**src/rtl/hs_pkg.sv**
```systemverilog
package hs_pkg;

  typedef enum logic [2:0] {
    F_IDLE, F_SRC_UP, F_SRC_DN, F_DST_UP, F_DST_DN, F_DONE
  } fetch_st_t;

  typedef enum logic [2:0] {
    S_IDLE, S_A_UP, S_A_DN, S_B_UP, S_B_DN, S_DONE
  } seq_st_t;

  function automatic logic [1:0] dr_encode(input logic b);
    return b ? 2'b10 : 2'b01;
  endfunction

  function automatic logic dr_is_data(input logic [1:0] c);
    return c != 2'b00;
  endfunction

  function automatic logic dr_is_bad(input logic [1:0] c);
    return c == 2'b11;
  endfunction

endpackage

```
**src/rtl/hs_loop.sv**
```systemverilog
module hs_loop (
  input  logic clk,
  input  logic rst_n,
  input  logic init,
  input  logic act,
  input  logic ack,
  output logic req
);
  logic run_q, run_d;
  logic req_q, req_d;

  always_comb begin
    run_d = run_q;
    req_d = req_q;
    if (!run_q) begin
      if (act) begin
        run_d = 1'b1;
        req_d = 1'b1;
      end
    end else if (req_q && ack) begin
      req_d = 1'b0;
    end else if (!req_q && !ack) begin
      req_d = 1'b1;
    end
    if (init) begin
      run_d = 1'b0;
      req_d = 1'b0;
    end
  end

  always_ff @(posedge clk or negedge rst_n) begin
    if (!rst_n) begin
      run_q <= 1'b0;
      req_q <= 1'b0;
    end else begin
      run_q <= run_d;
      req_q <= req_d;
    end
  end

  assign req = req_q;
endmodule

```
**src/rtl/hs_seq.sv**
```systemverilog
module hs_seq
  import hs_pkg::*;
(
  input  logic clk,
  input  logic rst_n,
  input  logic init,
  input  logic p_req,
  output logic p_ack,
  output logic a_req,
  input  logic a_ack,
  output logic b_req,
  input  logic b_ack
);
  seq_st_t st_q, st_d;

  always_comb begin
    st_d = st_q;
    case (st_q)
      S_IDLE: if (p_req)  st_d = S_A_UP;
      S_A_UP: if (a_ack)  st_d = S_A_DN;
      S_A_DN: if (!a_ack) st_d = S_B_UP;
      S_B_UP: if (b_ack)  st_d = S_B_DN;
      S_B_DN: if (!b_ack) st_d = S_DONE;
      S_DONE: if (!p_req) st_d = S_IDLE;
      default:            st_d = S_IDLE;
    endcase
    if (init) st_d = S_IDLE;
  end

  always_ff @(posedge clk or negedge rst_n) begin
    if (!rst_n) st_q <= S_IDLE;
    else        st_q <= st_d;
  end

  assign a_req = (st_q == S_A_UP);
  assign b_req = (st_q == S_B_UP);
  assign p_ack = (st_q == S_DONE);
endmodule

```
**src/rtl/hs_fetch.sv**
```systemverilog
module hs_fetch
  import hs_pkg::*;
#(
  parameter int unsigned W = 1
) (
  input  logic         clk,
  input  logic         rst_n,
  input  logic         init,
  input  logic         p_req,
  output logic         p_ack,
  output logic         src_req,
  input  logic         src_ack,
  input  logic         src_vld,
  input  logic [W-1:0] src_data,
  output logic         dst_req,
  input  logic         dst_ack,
  output logic [W-1:0] dst_data
);
  fetch_st_t    st_q, st_d;
  logic [W-1:0] data_q, data_d;
  logic         cap_en;

  assign cap_en = (st_q == F_SRC_UP) && src_ack && src_vld;

  always_comb begin
    st_d = st_q;
    case (st_q)
      F_IDLE:   if (p_req)    st_d = F_SRC_UP;
      F_SRC_UP: if (cap_en)   st_d = F_SRC_DN;
      F_SRC_DN: if (!src_ack) st_d = F_DST_UP;
      F_DST_UP: if (dst_ack)  st_d = F_DST_DN;
      F_DST_DN: if (!dst_ack) st_d = F_DONE;
      F_DONE:   if (!p_req)   st_d = F_IDLE;
      default:                st_d = F_IDLE;
    endcase
    if (init) st_d = F_IDLE;
  end

  always_comb begin
    data_d = data_q;
    if (cap_en) data_d = src_data;
    if (init)   data_d = '0;
  end

  always_ff @(posedge clk or negedge rst_n) begin
    if (!rst_n) begin
      st_q   <= F_IDLE;
      data_q <= '0;
    end else begin
      st_q   <= st_d;
      data_q <= data_d;
    end
  end

  assign src_req  = (st_q == F_SRC_UP);
  assign dst_req  = (st_q == F_DST_UP);
  assign p_ack    = (st_q == F_DONE);
  assign dst_data = data_q;
endmodule

```
**src/rtl/hs_var.sv**
```systemverilog
module hs_var #(
  parameter int unsigned W = 1
) (
  input  logic         clk,
  input  logic         rst_n,
  input  logic         init,
  input  logic         wr_req,
  input  logic [W-1:0] wr_data,
  output logic         wr_ack,
  input  logic         rd_req,
  output logic         rd_ack,
  output logic [W-1:0] rd_data
);
  logic [W-1:0] store_q, store_d;
  logic         wack_q, wack_d;
  logic         rack_q, rack_d;
  logic         st_en;

  assign st_en = wr_req && !wack_q;

  always_comb begin
    store_d = store_q;
    wack_d  = wack_q;
    rack_d  = rack_q;
    if (st_en) begin
      store_d = wr_data;
      wack_d  = 1'b1;
    end else if (!wr_req && wack_q) begin
      wack_d = 1'b0;
    end
    if (rd_req && !rack_q)      rack_d = 1'b1;
    else if (!rd_req && rack_q) rack_d = 1'b0;
    if (init) begin
      store_d = '0;
      wack_d  = 1'b0;
      rack_d  = 1'b0;
    end
  end

  always_ff @(posedge clk or negedge rst_n) begin
    if (!rst_n) begin
      store_q <= '0;
      wack_q  <= 1'b0;
      rack_q  <= 1'b0;
    end else begin
      store_q <= store_d;
      wack_q  <= wack_d;
      rack_q  <= rack_d;
    end
  end

  assign wr_ack  = wack_q;
  assign rd_ack  = rack_q;
  assign rd_data = store_q;
endmodule

```
**src/rtl/hs_buffer1.sv**
```systemverilog
module hs_buffer1
  import hs_pkg::*;
#(
  parameter int unsigned DUAL_RAIL = 1,
  localparam int unsigned RAILS = (DUAL_RAIL != 0) ? 2 : 1
) (
  input  logic             clk,
  input  logic             rst_n,
  input  logic             init,
  input  logic             act_req,
  output logic             in_req,
  input  logic             in_ack,
  input  logic [RAILS-1:0] in_data,
  output logic             out_req,
  input  logic             out_ack,
  output logic [RAILS-1:0] out_data,
  output logic             code_err
);
  localparam int unsigned BIT_W = 1;

  // control chain wires
  logic loop_req, loop_ack;
  logic s1_req, s1_ack;
  logic s2_req, s2_ack;
  // storage ports
  logic             wr_req, wr_ack, rd_req, rd_ack;
  logic [BIT_W-1:0] wr_data, rd_data;
  // channel-side data
  logic [BIT_W-1:0] in_bit, out_bit;
  logic             in_vld;
  logic             f2_dst_req;

  hs_loop u_loop (
    .clk(clk), .rst_n(rst_n), .init(init),
    .act(act_req), .ack(loop_ack), .req(loop_req)
  );

  hs_seq u_seq (
    .clk(clk), .rst_n(rst_n), .init(init),
    .p_req(loop_req), .p_ack(loop_ack),
    .a_req(s1_req), .a_ack(s1_ack),
    .b_req(s2_req), .b_ack(s2_ack)
  );

  hs_fetch #(.W(BIT_W)) u_fetch_in (
    .clk(clk), .rst_n(rst_n), .init(init),
    .p_req(s1_req), .p_ack(s1_ack),
    .src_req(in_req), .src_ack(in_ack), .src_vld(in_vld), .src_data(in_bit),
    .dst_req(wr_req), .dst_ack(wr_ack), .dst_data(wr_data)
  );

  hs_var #(.W(BIT_W)) u_var (
    .clk(clk), .rst_n(rst_n), .init(init),
    .wr_req(wr_req), .wr_data(wr_data), .wr_ack(wr_ack),
    .rd_req(rd_req), .rd_ack(rd_ack), .rd_data(rd_data)
  );

  hs_fetch #(.W(BIT_W)) u_fetch_out (
    .clk(clk), .rst_n(rst_n), .init(init),
    .p_req(s2_req), .p_ack(s2_ack),
    .src_req(rd_req), .src_ack(rd_ack), .src_vld(1'b1), .src_data(rd_data),
    .dst_req(f2_dst_req), .dst_ack(out_ack), .dst_data(out_bit)
  );

  assign out_req = f2_dst_req;

  generate
    if (DUAL_RAIL != 0) begin : g_dual
      logic err_q, err_d, err_set;

      assign in_bit   = in_data[1];
      assign in_vld   = dr_is_data(in_data);
      assign out_data = f2_dst_req ? dr_encode(out_bit[0]) : 2'b00;
      assign err_set  = in_req && in_ack && dr_is_bad(in_data);

      always_comb begin
        err_d = err_q | err_set;
        if (init) err_d = 1'b0;
      end

      always_ff @(posedge clk or negedge rst_n) begin
        if (!rst_n) err_q <= 1'b0;
        else        err_q <= err_d;
      end

      assign code_err = err_q;
    end else begin : g_single
      assign in_bit   = in_data[0];
      assign in_vld   = 1'b1;
      assign out_data = f2_dst_req ? out_bit : 1'b0;
      assign code_err = 1'b0;
    end
  endgenerate

endmodule

```
**config.mk**
```make
export PLATFORM = sky130hd
export DESIGN_NAME = hs_buffer1
export DESIGN_NICKNAME = d
export VERILOG_FILES = /design/src/rtl/hs_pkg.sv /design/src/rtl/hs_loop.sv /design/src/rtl/hs_seq.sv /design/src/rtl/hs_fetch.sv /design/src/rtl/hs_var.sv /design/src/rtl/hs_buffer1.sv
export SDC_FILE = /design/constraint.sdc
export NUM_CORES = 1
export LEC_CHECK = 0
export ABC_AREA = 1
export BUFFER_PORTS_ARGS = -buffer_cell sky130_fd_sc_hd__buf_4
export CORE_AREA = 2 2 62 64
export DETAILED_ROUTE_END_ITERATION = 10
export DIE_AREA = 0 0 64 66
export PLACE_DENSITY_LB_ADDON = 0.25
export SYNTH_ARGS = -nofsm -noshare
export SYNTH_HDL_FRONTEND = slang
export SYNTH_SLANG_ARGS = --single-unit
```
**constraint.sdc**
```tcl
create_clock -name clk -period 2.1 [get_ports clk]
set_input_delay 0.21 -clock clk [delete_from_list [all_inputs] [get_ports clk]]
set_output_delay 0.21 -clock clk [all_outputs]
set_load 0.005 [all_outputs]
```
==> results by group, run 1 <==
Clock network
  • Max Buffers Root-to-Sink: 2
  • CTS clk-pin slew, worst paths: 0.11 ns
  • Inserted Clock Buffers: 3
  • H-tree depth: 1
  • Clock Sink Count: 17
  • Later-pin clock latency in the skew report: 0.29 ns
  • CTS Root Cell: clkbuf_4
  • CTS tree: built
  • Post-CTS Setup Inserts: 0

Floorplan
  • Die width: 64 um
  • Io pins: 13
  • Die Y: 66 um
  • Initial Util: approximately a third
  • Die area: about 4200 um2
  • Core area: approximately 3600 um2
  • Row count: 22

Setup path
  • Worst setup path class: register to output port
  • Top fanout value on the critical path: 6
  • Critical Path Start Type: register
  • Reg2reg setup slack: roughly 0.71 ns
  • Req. time, crit path: between 1.5 and 2 ns
  • WP data arrival: 1.30 ns
  • Crit. End Element: output port
  • Worst R2R Path Depth: 6
  • Reg-to-reg endpoint: u_fetch_in.st_q[2]$_DFFE_PN0P_
  • Worst r2r src: u_seq.st_q[2]$_DFFE_PN0P_

Yosys
  • Synth Area per Inst: 6.56 um2
  • Mapped Area: 1210 um2
  • Sequential area share after synthesis: 35.1%
  • Syn nets: 193
  • Seq cells post-synth: 17
  • Syn. warnings: 0
  • Yosys cell types: 27
  • Synthesized instance count: 185

STA
  • Setup TNS: 0 ns
  • Final hold violations: 0
  • Tcrit/Tclk final: 71.7%
  • Hold slack: 0.148 ns
  • RSZ-0062 raised after global routing: false
  • Clk_skew: 0.0101 ns
  • Tmin final: 1.51 ns
  • Slew margin rel.: 76.1%
  • Max frequency: 0.664 GHz
  • Slew @ Worst Pin: 0.358 ns
  • Slew Viols, Final: 0
  • Final worst setup slack: 0.595 ns
  • Endpoints failing setup: 0

Global routing
  • Global-route wire length before repair: between 4 and 5 mm
  • Global-route usage over all layers: 12.8%
  • Global route overflow: 0
  • Routing usage on met3: 1.53%
  • Gr busiest metal: met2
  • Met1 GRT Util: 16.4%
  • Vias in the first global route: 1031
  • Met2 GRT Util: between 20 and 25%
  • Largest net degree at the start of global routing: 23
  • Initial antenna violation count: 0

Cells and area
  • Most frequent cells in the layout: nand2_1 (49), nor2_1 (28), inv_1 (23), nand3_1 (19), dfrtp_1 (17)
  • Nets@finish: between 200 and 250
  • Most common cell after layout, fill and taps aside: nand2_1
  • Antenna diodes: 0
  • Area growth syn-to-layout: 12.6%
  • Design area: 1370 um2
  • Post-Layout Cell Count: 245
  • Layout cells sized above 1: 16.8%
  • Fin util: 38.5%

Detailed routing
  • Initial DRC Count: 27
  • Detailed Route WL: 2.49 mm
  • Antenna Violating Nets Remaining: 0
  • Detailed Routing Iterations Pass 1: 4
  • Via count: 1140
  • Residual DRC count: 0
  • Drt wl/cell: about 10 um
  • Via density: 4.65

Pwr
  • Worst vdd ir: 0.000376 V
  • Design Power: 1.40 mW
  • PD cells: slightly above 1000 nW/um2
  • Leakage Power: 0.695 nW

Place
  • Placed instance area: between 1000 and 1500 um2
  • Hpwl dp: 1.87 mm
  • Port Buffers: 12
  • GP Congestion: 0.841
  • Pre-CTS setup slack: 0.723 ns
  • Placed Cells: 240

Status
  • Status: finished clean

Hold path
  • Min-Delay Path Class: input port to register
  • Hold path endpoint: u_loop.run_q$_DFF_PN0_
  • Hold path depth: 3
  • Min-Delay Startpoint: act_req

Job
  • Total of max-cap violations: 0
## synthesized netlist by cell type
cell	instances	share of area (%)
inv_1	23	7.1
o211ai_1	4	2.5
nor4_1	1	0.52
dfrtp_1	17	35
nor3_4	1	1.3
inv_2	5	1.5
nand3b_1	1	0.62
and2_1	1	0.52
nor2_1	28	8.7
buf_6	1	0.93
o21ai_0	4	1.6
o21bai_1	1	0.62
buf_2	3	1.2
o21ai_1	1	0.41
nand3_2	1	0.82
nor2_4	2	1.9
nor2_2	4	2.1
nand4_1	2	1.0
nor3_1	3	1.2
a21oi_1	6	2.5
nand2_1	49	15
a21oi_2	2	1.4
a221oi_1	1	0.72
a31oi_1	1	0.52
nand3_1	19	7.8
nand2_2	3	1.5
buf_4	1	0.62
## state kept, by name (all words and copies together), names as in the netlist
| signal | count |
|---|---|
| code_err | 1 |
| u_fetch_in.dst_data | 1 |
| u_fetch_in.st_q | 3 |
| u_fetch_out.dst_data | 1 |
| u_fetch_out.st_q | 3 |
| u_loop.req | 1 |
| u_loop.run_q | 1 |
| u_seq.st_q | 3 |
| u_var.rd_ack | 1 |
| u_var.rd_data | 1 |
| u_var.wr_ack | 1 |
## where the power goes
group | internal, mW | switching [mW] | total (mW)
registers | 0.405 | 0.129 | 0.534
clock network | 0.0738 | 0.110 | 0.184
logic | 0.258 | 0.419 | 0.677
## kinds of logic after synthesis
kind of cell	Yosys count	share of synthesized area, %
buffers and inverters	33	11.4
AOI/OAI and AO/OA	20	10.3
DFF	17	35.1
and+or+nand+nor	115	43.2
## what timing repair did
item / CTS / global route
hold buffers: 1 / 0
hold endpoints to repair: 17 / 0
gates resized for setup: 0 / 0
## worst max path at each step
stage / startpoint / endpoint / slack, ns / cells past startpoint
after floorplan: u_seq.st_q[2]$_DFFE_PN0P_ / u_fetch_in.st_q[1]$_DFFE_PN0P_ / 0.88 / 7
after global placement: u_seq.st_q[2]$_DFFE_PN0P_ / u_fetch_in.st_q[2]$_DFFE_PN0P_ / 0.72 / 6
after detailed placement: u_seq.st_q[2]$_DFFE_PN0P_ / u_fetch_in.st_q[2]$_DFFE_PN0P_ / 0.72 / 6
after CTS: u_fetch_out.st_q[1]$_DFFE_PN0P_ / out_data[1] / 0.58 / 5
after global routing: u_fetch_out.st_q[1]$_DFFE_PN0P_ / out_data[1] / 0.44 / 5
final: u_fetch_out.st_q[1]$_DFFE_PN0P_ / out_data[1] / 0.59 / 5
## critical path, stage by stage, from the launching register on
cell     delay (ns)
dfrtp_1        0.45
nand2_1        0.08
nor2_1         0.16
inv_1          0.10
nor2_1         0.09
buf_4          0.11
## cell type report
cell class,instances,area [um2]
timing repair buffer,13,100
tap,48,60.1
multi-input combinational,135,649
sequential,17,425
inverter,28,105
fill,398,2180
clock buffer,4,26.3
## routing by layer
metal	up-vias	wire length [um]
met3	2	45
met5	-	0
met4	0	19
li1	610	-
met2	10	1160
met1	518	1260
(Power assumes the default switching activity.)
==> inputs of run 2 (changes only) <==
==> constraint.sdc (replaced) <==
create_clock -name clk -period 1.36 [get_ports clk]
set_input_delay 0.136 -clock clk [delete_from_list [all_inputs] [get_ports clk]]
set_output_delay 0.136 -clock clk [all_outputs]
set_load 0.005 [all_outputs]
==> results by group, run 2 (synthesized netlist as in run 1, its figures left out) <==
Clock network
  • Max Buffers Root-to-Sink: 2 (unchanged)
  • H-tree depth: 1 (unchanged)
  • Inserted Clock Buffers: 3 (unchanged)
  • CTS clk-pin slew, worst paths: 0.11 ns (about the same)
  • CTS tree: built
  • Clock Sink Count: 17 (unchanged)
  • CTS Root Cell: clkbuf_4
  • Later-pin clock latency in the skew report: 0.30 ns (about the same)

Cells and area
  • Antenna diodes: 0 (unchanged)
  • Most frequent cells in the layout: nand2_1 (44), buf_4 (23), inv_1 (19), nor2_1 (18), nand3_1 (18)
  • Area growth syn-to-layout: 31.6%
  • Layout cells sized above 1: 35.5% (+19 points)
  • Nets@finish: 220 (+6.8%)
  • Register area: 433 um2 (+1.8%)
  • Area occupied by multi-input gates: 742 um2 (+14%)
  • Post-Layout Cell Count: 259 (+5.7%)
  • Most common cell after layout, fill and taps aside: nand2_1
  • Top flop regs: u_fetch_in.st_q x3, u_fetch_out.st_q x3, u_seq.st_q x3
  • FILL cells: 372 (-6.5%)
  • Fin util: 45.0% (+6.5 points)

Detailed routing
  • Detailed Routing Iterations Pass 1: 4 (unchanged)
  • Residual DRC count: 0 (unchanged)
  • Via density: 4.73 (+1.7%)
  • Drt wl/cell: 10.6 um (+4.0%)
  • Initial DRC Count: 33 (+22%)
  • Detailed Route WL: 2.74 mm (+9.9%)
  • Via count: 1226 (+7.5%)
  • Antenna Violating Nets Remaining: 0 (unchanged)

Place
  • Pre-CTS setup slack: 0.0342 ns (-0.688 ns)
  • Hpwl dp: 1.86 mm (-0.30%)
  • Placed Cells: 244 (+1.7%)
  • GP Congestion: 0.828 (-1.5%)
  • Port Buffers: 12 (unchanged)

STA
  • Final hold violations: 0 (unchanged)
  • Hold slack: 0.0631 ns (-0.0844 ns)
  • Clk_skew: 0.000929 ns (-0.00918 ns)
  • Slew Viols, Final: 0 (unchanged)
  • Slew @ Worst Pin: 0.391 ns (+0.0325 ns)
  • Max frequency: between 0.7 and 0.8 GHz
  • RSZ-0062 raised after global routing: true
  • Slew margin rel.: 73.9% (-2.2 points)
  • Tcrit/Tclk final: between 90 and 100%
  • Endpoints failing setup: 0 (unchanged)
  • Final worst setup slack: 0.00732 ns (-0.587 ns)
  • Tmin final: 1.35 ns

Floorplan
  • Die Y: 66 um (unchanged)
  • Initial Util: 34.2% (unchanged)
  • Die area: 4220 um2 (unchanged)
  • Row count: 22 (unchanged)
  • Core area: 3550 um2 (unchanged)
  • Io pins: 13 (unchanged)
  • Die width: 64 um (unchanged)

Setup path
  • Critical Path Start Type: register
  • Req. time, crit path: 1.22 ns (-0.67 ns)
  • Worst setup path class: register to output port
  • WP data arrival: 1.22 ns (-0.08 ns)
  • Top fanout value on the critical path: 3 (-3)
  • Crit. End Element: output port

Status
  • Status: finished clean

Pwr
  • Leakage Power: 0.777 nW (+12%)
  • PD cells: 1660 nW/um2 (+62%)
  • Worst vdd ir: 0.000886 V (+140%)
  • Design Power: 2.65 mW (+90%)

Global routing
  • Vias in the first global route: 1098 (+6.5%)
  • Global route overflow: 0 (unchanged)
  • Initial antenna violation count: 0 (unchanged)
  • Global-route wire length before repair: 4.67 mm (+8.5%)
  • Largest net degree at the start of global routing: 23 (unchanged)
  • Global-route usage over all layers: 13.9% (+1.0 points)

Hold path
  • Min-Delay Path Class: input port to register

Job
  • Total of max-cap violations: 0 (unchanged)
run 2: final cells by class:
cell class,instances,area share [%]
timing repair buffer,27,14.1
multi-input combinational,135,46.4
clock inverter,1,0.313
inverter,28,6.89
sequential,17,27.1
clock buffer,3,1.41
tap,48,3.76
run 2: worst max-delay path, cell delays in order (launching register included):
cell,delay (ns)
dfrtp_1,0.37
buf_4,0.11
nand2_2,0.05
nor2_4,0.12
inv_2,0.05
nor2_1,0.08
buf_4,0.11
run 2: routing by layer:
layer	up-vias	GRT usage (%)	share of wire, %
li1	640	-	-
met1	569	16.5	48
met2	13	24.7	47
met3	4	3.75	3.2
met4	0	3.26	1.6
met5	-	0	0
run 2: what timing repair did:
item                                    4_1_cts  5_1_grt
hold endpoints to repair                     17        0
endpoints found under the setup margin        3       13
setup buffers                                 4        7
gates resized for setup                       4       36
pin swaps                                     0       12
hold buffers                                  1        0
run 2: final timing paths:
path	slack [ns]	end	depth (start not counted)	start
max	0.007	out_data[1]	6	u_fetch_out.st_q[0]$_DFFE_PN0P_
min	0.06	u_loop.run_q$_DFF_PN0_	3	act_req
max reg2reg	0.03	u_fetch_in.st_q[2]$_DFFE_PN0P_	7	u_fetch_in.st_q[1]$_DFFE_PN0P_
min reg2reg	0.46	u_loop.req$_DFFE_PN0P_	1	u_loop.run_q$_DFF_PN0_
max in group asynchronous	0.92	u_fetch_in.st_q[2]$_DFFE_PN0P_	2	rst_n
min in group asynchronous	0.22	u_fetch_out.st_q[2]$_DFFE_PN0P_	2	rst_n
run 2: power by group:
| part | total (mW) | switching (mW) | internal, mW |
|---|---|---|---|
| clock | 0.296 | 0.187 | 0.110 |
| combinational | 1.51 | 0.838 | 0.675 |
| sequential | 0.837 | 0.198 | 0.639 |
| total | 2.65 | 1.22 | 1.42 |
run 2: through the flow:
stage | instance area, um2 | TNS (ns)
6_report | 1600 | 0
5_1_grt | 1600 | -0.394
4_1_cts | 1450 | 0
3_5_place_dp | 1370 | 0
3_3_place_gp | 1370 | 0
2_1_floorplan | 1210 | 0
